--- config.mk ---
export PLATFORM = sky130hd
export DESIGN_NAME = audio_lane_mux
export DESIGN_NICKNAME = d
export VERILOG_FILES = /design/src/rtl/amux_pkg.sv /design/src/rtl/amux_lane_shifter.sv /design/src/rtl/amux_edge_pulse.sv /design/src/rtl/amux_sequencer.sv /design/src/rtl/audio_lane_mux.sv
export SDC_FILE = /design/constraint.sdc
export NUM_CORES = 1
export LEC_CHECK = 0
export BUFFER_PORTS_ARGS = -buffer_cell sky130_fd_sc_hd__buf_2
export CORE_AREA = 2 2 126 128
export DETAILED_ROUTE_END_ITERATION = 7
export DIE_AREA = 0 0 128 130
export HOLD_SLACK_MARGIN = 0.02
export PLACE_DENSITY = 0.52
export SLEW_MARGIN = 15
export SYNTH_ARGS = -nofsm -noshare
export SYNTH_HDL_FRONTEND = slang
export SYNTH_HIERARCHICAL = 1
export SYNTH_SLANG_ARGS = --single-unit
--- constraint.sdc ---
create_clock -name clk -period 2 [get_ports clk]
set_clock_uncertainty 0.05 [all_clocks]
set_input_delay 0.2 -clock clk [delete_from_list [all_inputs] [get_ports clk]]
set_output_delay 0.2 -clock clk [all_outputs]
set_load 0.01 [all_outputs]
--- src/rtl/amux_pkg.sv ---
// Package: shared word width and word type for the lane multiplexer.
// Assumes every converter delivers 16-bit samples.
package amux_pkg;
    parameter int unsigned WORD_W = 16;
    typedef logic [WORD_W-1:0] word_t;
endpackage

--- src/rtl/amux_lane_shifter.sv ---
// Module: one serial lane. Shifts data in MSB first on every rising edge and
// copies the finished word into a holding register when capture is high.
// Assumes capture is a single-cycle pulse in the same clock domain.
module amux_lane_shifter
    import amux_pkg::*;
(
    input  logic  clk,
    input  logic  rst_n,
    input  logic  sdata,
    input  logic  capture,
    output word_t held
);
    word_t shreg;

    // Shift register: takes a new bit on every edge, never stalls.
    always_ff @(posedge clk) begin
        if (!rst_n) shreg <= '0;
        else        shreg <= {shreg[WORD_W-2:0], sdata};
    end

    // Holding register: takes the word as it stood before this edge's shift.
    always_ff @(posedge clk) begin
        if (!rst_n)       held <= '0;
        else if (capture) held <= shreg;
    end
endmodule

--- src/rtl/amux_edge_pulse.sv ---
// Module: word-clock edge detector. Registers wclk once and flags any
// difference between the live and stored level as a one-cycle start.
// Assumes wclk changes away from the rising clock edge (synchronous source).
module amux_edge_pulse (
    input  logic clk,
    input  logic rst_n,
    input  logic wclk,
    output logic start
);
    logic wclk_q;

    // Previous level of the word clock.
    always_ff @(posedge clk) begin
        if (!rst_n) wclk_q <= 1'b0;
        else        wclk_q <= wclk;
    end

    // Both edges give a start.
    always_comb start = wclk ^ wclk_q;
endmodule

--- src/rtl/amux_sequencer.sv ---
// Module: burst sequencer. On an accepted start it issues the held words of
// lanes 0..LANES-1 on consecutive cycles with a one-cycle strobe each.
// Assumes the held words stay stable until the next accepted start.
module amux_sequencer
    import amux_pkg::*;
#(
    parameter int unsigned LANES = 4,
    localparam int unsigned IDX_W = (LANES > 1) ? $clog2(LANES) : 1
) (
    input  logic               clk,
    input  logic               rst_n,
    input  logic               start,
    input  word_t [LANES-1:0]  held,
    output logic               accept,
    output logic               busy,
    output word_t              bus_data,
    output logic               bus_we,
    output logic               overrun
);
    logic [IDX_W-1:0] idx;
    logic             last;

    // Last word of a burst is going out on this edge.
    always_comb last = busy && (idx == IDX_W'(LANES-1));
    // Take a start when idle or when the final word leaves now.
    always_comb accept = start && (!busy || last);

    // Burst state, output word, strobe and overrun flag.
    always_ff @(posedge clk) begin
        if (!rst_n) begin
            busy     <= 1'b0;
            idx      <= '0;
            bus_we   <= 1'b0;
            bus_data <= '0;
            overrun  <= 1'b0;
        end else begin
            bus_we <= busy;
            if (busy) bus_data <= held[idx];
            if (accept) begin
                busy <= 1'b1;
                idx  <= '0;
            end else if (busy) begin
                if (last) begin
                    busy <= 1'b0;
                    idx  <= '0;
                end else begin
                    idx <= idx + 1'b1;
                end
            end
            if (start && !accept) overrun <= 1'b1;
        end
    end
endmodule

--- src/rtl/audio_lane_mux.sv ---
// Module: top level. LANES serial lanes share one bit clock and one word
// clock; every word-clock edge latches all lanes, and the sequencer then
// sends them over one strobed 16-bit bus.
// Assumes 4 <= LANES <= 16 and word-clock halves of at least LANES bit clocks.
module audio_lane_mux
    import amux_pkg::*;
#(
    parameter int unsigned LANES = 4
) (
    input  logic             clk,
    input  logic             rst_n,
    input  logic             wclk,
    input  logic [LANES-1:0] sdata,
    output logic [WORD_W-1:0] bus_data,
    output logic             bus_we,
    output logic             overrun
);
    logic              start_pulse;
    logic              accept;
    logic              seq_busy;
    word_t [LANES-1:0] held;

    amux_edge_pulse u_edge (
        .clk   (clk),
        .rst_n (rst_n),
        .wclk  (wclk),
        .start (start_pulse)
    );

    // One shifter per lane, all capturing on the accepted start.
    for (genvar g = 0; g < LANES; g++) begin : g_lane
        amux_lane_shifter u_lane (
            .clk     (clk),
            .rst_n   (rst_n),
            .sdata   (sdata[g]),
            .capture (accept),
            .held    (held[g])
        );
    end

    amux_sequencer #(.LANES(LANES)) u_seq (
        .clk      (clk),
        .rst_n    (rst_n),
        .start    (start_pulse),
        .held     (held),
        .accept   (accept),
        .busy     (seq_busy),
        .bus_data (bus_data),
        .bus_we   (bus_we),
        .overrun  (overrun)
    );
endmodule

After elaboration in Yosys (flattened, before gate mapping):

Index checks and enable logic that the tools add are counted.

* flip-flop bits (word level): 150
* bits in latches: 0
* RAM bits: 0
* memory bits (read-only): 0
* input bits: 7
* output and inout bits: 18
* word-level logic and storage cells: 32
* memories: 0

* add/subtract/negate cells: 1
* multipliers: 0
* div/mod/pow operators: 0
* order comparisons: 1
* equality and inequality tests: 1
* shift operators: 0
* muxes and demuxes: 6
* bitwise gates (word level): 2
* reductions and logical operators: 7

Operators by type and width (count)
* $bmux W16 S2: 1
* $mux W16: 1
* $logic_and A1 B1 Y1: 3
* $lt A2 B3 Y1 const B: 1
* $mux W1: 3
* $add A2 B1 Y2 const B: 1
* $eq A2 B2 Y1 const B: 1
* $logic_not A1 Y1: 2
* $mux W2: 1
* $reduce_or A2 Y1: 1
* $logic_or A1 B1 Y1: 1
* $not A1 Y1: 1
* $xor A1 B1 Y1: 1

Longest topological paths before layout:

* word-level depth: 6
* depth in mapped cells: 7
* depth with buffers taken out: 5

By module:

Netlist, hierarchy kept.

By module, submodules not included
* amux_lane_shifter: instances 4, cells each 85, area an instance 1043.5 um^2, seq. area each 640.6 um^2
* amux_sequencer: instances 1, cells each 112, area an instance 1202.4 um^2, seq. area each 420.4 um^2
* amux_edge_pulse: instances 1, cells each 3, area an instance 36.3 um^2, seq. area each 20.0 um^2

Least setup slack after synthesis:

OpenSTA, ideal clock, no wires.

* path kind: reg2reg
* start point: register u_seq.idx[0]
* end point: register g_lane[0].u_lane.held[10]
* setup time: 0.116 ns
* arrival time: 1.454 ns
* required time: 1.834 ns
* setup slack: 0.380 ns
* cell stages (with the launch flop): 8
* path buffers: 2
* period minus slack after synthesis: 1.620 ns
* cells stage by stage: dfxtp_1 > ha_1 > or2b_1 > and2_1 > buf_6 > buf_12 > mux2i_1 > nor2b_1

* longest elaborated chain between the ends: 4

Ends and longest elaborated chain
* start: declaration: RTL line amux_sequencer.sv:20 `logic [IDX_W-1:0] idx;`
* start signal: assignment: RTL line amux_sequencer.sv:47 `idx <= idx + 1'b1;`
* $eq A2 B2 Y1: RTL line amux_sequencer.sv:24 `always_comb last = busy && (idx == IDX_W'(LANES-1));`
* $logic_and A1 B1 Y1: RTL line amux_sequencer.sv:24
* $logic_or A1 B1 Y1: RTL line amux_sequencer.sv:26 `always_comb accept = start && (!busy || last);`
* $logic_and A1 B1 Y1: RTL line amux_sequencer.sv:26
* net accept: RTL line audio_lane_mux.sv:19 `logic accept;`
* end signal: assignment: RTL line amux_lane_shifter.sv:24 `else if (capture) held <= shreg;`
* end: declaration: RTL line amux_lane_shifter.sv:11 `output word_t held`

The timed path passes the listed nets, and every way through them passes these cells.
A chain may end at the register's enable or synchronous reset.

Worst setup path in the final report:

* start point: input wclk
* end point: register g_lane[3].u_lane.held[4]

* longest elaborated chain between the ends: 2

Ends and longest elaborated chain
* start: declaration: RTL line audio_lane_mux.sv:12 `input logic wclk,`
* $xor A1 B1 Y1: RTL line amux_edge_pulse.sv:19 `always_comb start = wclk ^ wclk_q;`
* net start_pulse: RTL line audio_lane_mux.sv:18 `logic start_pulse;`
* $logic_and A1 B1 Y1: RTL line amux_sequencer.sv:26
* net accept: RTL line audio_lane_mux.sv:19
* end signal: assignment: RTL line amux_lane_shifter.sv:24
* end: declaration: RTL line amux_lane_shifter.sv:11

The timed path passes the listed nets, and every way through them passes these cells.

==> reports/metrics.cfg <==
[worst_hold_path]
hp-class = in2reg
whs_path_depth = 2
min_to = g_lane[2].u_lane/held[13]
min_from = rst_n

[yosys]
ys_seq_elements = 150
synth.distinct_cells = 22
avgSynthCellArea_sq_um = 11.90
synthCells = 455
yosysSeqAreaShare = 0.5548
ys_warn_count = 6
syn_nets = 463
syn_area_sq_mm = 0.005413

[clocking]
path_clk_slew_ns = 0.06
clock_latency_ns = 0.41
cts_max_path_buffers = 2
cts_made_buffers = 17
cts_setup_buffers = 0
cts_num_sinks = 150
htreeDepth = 4
cts_tree = yes
cts_root_buffer = clkbuf_16

[pwr]
finalPower_mw = 6.460
p_leak_nw = 2.313
peakVddDrop_uv = 657.8
power.density_mw_per_mm2 = 1040

[floorplan]
num_rows = 46
dieArea_sq_mm = 0.01664
initial_utilization = 0.3509
ios = 25
coreArea_sq_mm = 0.01542
die_w_um = 128
die_h_um = 130

[worst_setup_path]
critPathArrivalTime_ns = 2.06
end_kind = flip-flop
start_kind = input pin
r2r_setup_slack_ns = 0.29
timing.rr.end = g_lane[3].u_lane/held[4]
crit_chain = dlygate4sd3_1, buf_2, xor2_1, and2_4, buf_6, mux2i_1, nor2b_1
worstSetupPathType = in2reg
rr_worst_depth = 6
critPathRequiredTime_ns = 2.25
crit_path_max_incr_delay_ns = 0.53
worstPathMaxFanout = 28
cpMaxStageDelayCell = dlygate4sd3_1
r2r_start = u_seq/idx[0]

[sta]
hold_viol_final = 0
fin_setup_tns_ns = 0
finalSetupViolCount = 0
period_minus_slack_ns = 1.803
setup_slack_ns = 0.1969
max_freq_mhz = 554.6
worst_slew_pin_slew_ns = 0.6435
grt_setup_unrepaired = false
whs_ns = 0.1643
slew_headroom = 0.5710
post-route-period-util = 0.9016
report.final.slew_viol_count = 0

[routing]
vias = 3109
drtIter0Drc = 157
firstDrtPassIters = 4
avgRoutedWirePerCell_um = 14.21
wl_um = 9664
drc = 0
ant_nets = 0
drt-vias-per-instance = 4.572

[placed_design]
place_congestion = 0.6702
dp_hpwl_um = 5674
pre_cts_ws_ns = 0.1728
portBuffers = 24

[job]
cap_violations = 0

[final_layout]
fill_cells = 1483
final_nets = 486
syn_to_final_growth_pct = 14.79
diodes = 0
drive_above_1_share = 0.1168

[grt]
track_usage = 0.1267
grt_max_degree = 118
grt_pass1_vias = 3207
antenna_found_initial = 0
grt_pass1_wl_um = 16160
overflow = 0

[outcome]
status = finished, final reports clean

==> cells by family (layout without fill, tap and decap cells) <==
| logic type | count (synthesis) | after routing | share of synthesized area |
|---|---|---|---|
| AO/OA/AOI/OAI | 20 | 20 | 0.03074 |
| XOR/XNOR | 1 | 1 | 0.001618 |
| adder cells (fa/ha/maj) | 1 | 1 | 0.002311 |
| buffers and inverters | 33 | 66 | 0.04739 |
| flip-flops | 150 | 150 | 0.5548 |
| multiplexers | 97 | 97 | 0.1794 |
| AND/OR/NAND/NOR | 153 | 153 | 0.1838 |
==> synthesized netlist by cell type, drive strengths merged <==
cell / number / share of area
nand3b: 18 / 0.026
buf: 17 / 0.036
dfxtp: 150 / 0.55
o221ai: 16 / 0.026
clkbuf: 13 / 0.0090
inv: 3 / 0.0021
or3b: 2 / 0.0032
mux2i: 97 / 0.18
ha: 1 / 0.0023
nand3: 1 / 0.0018
and2: 67 / 0.078
or2b: 1 / 0.0014
nor2b: 64 / 0.074
a211oi: 1 / 0.0014
xor2: 1 / 0.0016
a21oi: 3 / 0.0035
==> worst max-delay path by stage <==
stage	startpoint	to	slack (ns)
floorplan	u_seq/idx[0]	g_lane[0].u_lane/held[10]	0.38
CTS	wclk	g_lane[1].u_lane/held[6]	0.1
finish	wclk	g_lane[3].u_lane/held[4]	0.20
global route	wclk	g_lane[0].u_lane/held[5]	0.05
global placement	u_edge/wclk_q	g_lane[2].u_lane/held[5]	0.25
detailed placement	u_seq/idx[0]	g_lane[1].u_lane/held[6]	0.17
==> timing repair <==
item / CTS / global route
endpoints found under the hold margin: 5 / 0
hold buffers: 5 / 0
resized for setup: 0 / 1
endpoints found under the setup margin: 0 / 28
==> routing by layer <==
layer  up-vias  routed length, um  GRT usage
met1      1488               4764     0.1572
met5         -                  0          0
li1       1579                  -          -
met2        28               4443     0.2007
met3        14                268    0.03895
met4         0                188    0.06399
==> state kept, by name, summed over array words and instances (netlist names) <==
register	count
g_lane.u_lane/held	64
g_lane.u_lane/shreg	64
u_edge/wclk_q	1
u_seq/bus_data	16
u_seq/bus_we	1
u_seq/busy	1
u_seq/idx	2
u_seq/overrun	1
==> critical path: cells and delay by family <==
family	cells	cell delay (ns)
xor+xnor	1	0.31
buf+inv	3	0.98
mux	1	0.23
simple gates	2	0.30
==> where the power goes <==
part | total (mW) | internal [mW] | switching, mW
Clock | 3.09 | 1.97 | 1.11
Combinational | 0.336 | 0.152 | 0.184
Sequential | 3.04 | 3.02 | 0.0161
Total | 6.46 | 5.15 | 1.31
==> placed cells by master (no fill, tap or decap), drive strengths merged <==
cell	netlist	routed
clkbuf	13	25
nand3	1	1
dlygate4sd3	0	5
ha	1	1
nor2b	64	64
inv	3	3
dfxtp	150	150
clkinvlp	0	1
or3b	2	2
and2	67	67
nand3b	18	18
o221ai	16	16
mux2i	97	97
bufinv	0	3
or2b	1	1
xor2	1	1
a21oi	3	3
buf	17	29
a211oi	1	1
==> layout make-up <==
cell class	count	area (sq um)	area share
clock buffers	25	465.4	0.07491
clock inverters	4	97.59	0.01571
inverters	3	11.26	0.001812
multi-input cells	272	2156	0.3470
flip-flops and latches	150	3004	0.4835
well taps	192	240.2	0.03866
repair buffers	34	239.0	0.03846
==> stage by stage <==
| stage | util | area, sq um | instances |
|---|---|---|---|
| after floorplan | - | 5413 | 455 |
| after global placement | 0.3628 | 5597 | 646 |
| after detailed placement | 0.3628 | 5597 | 646 |
| after CTS | 0.4026 | 6210 | 680 |
| after global routing | 0.4028 | 6213 | 680 |
| final | 0.4028 | 6213 | 680 |
Note: power is estimated with default switching activity, not from simulation.
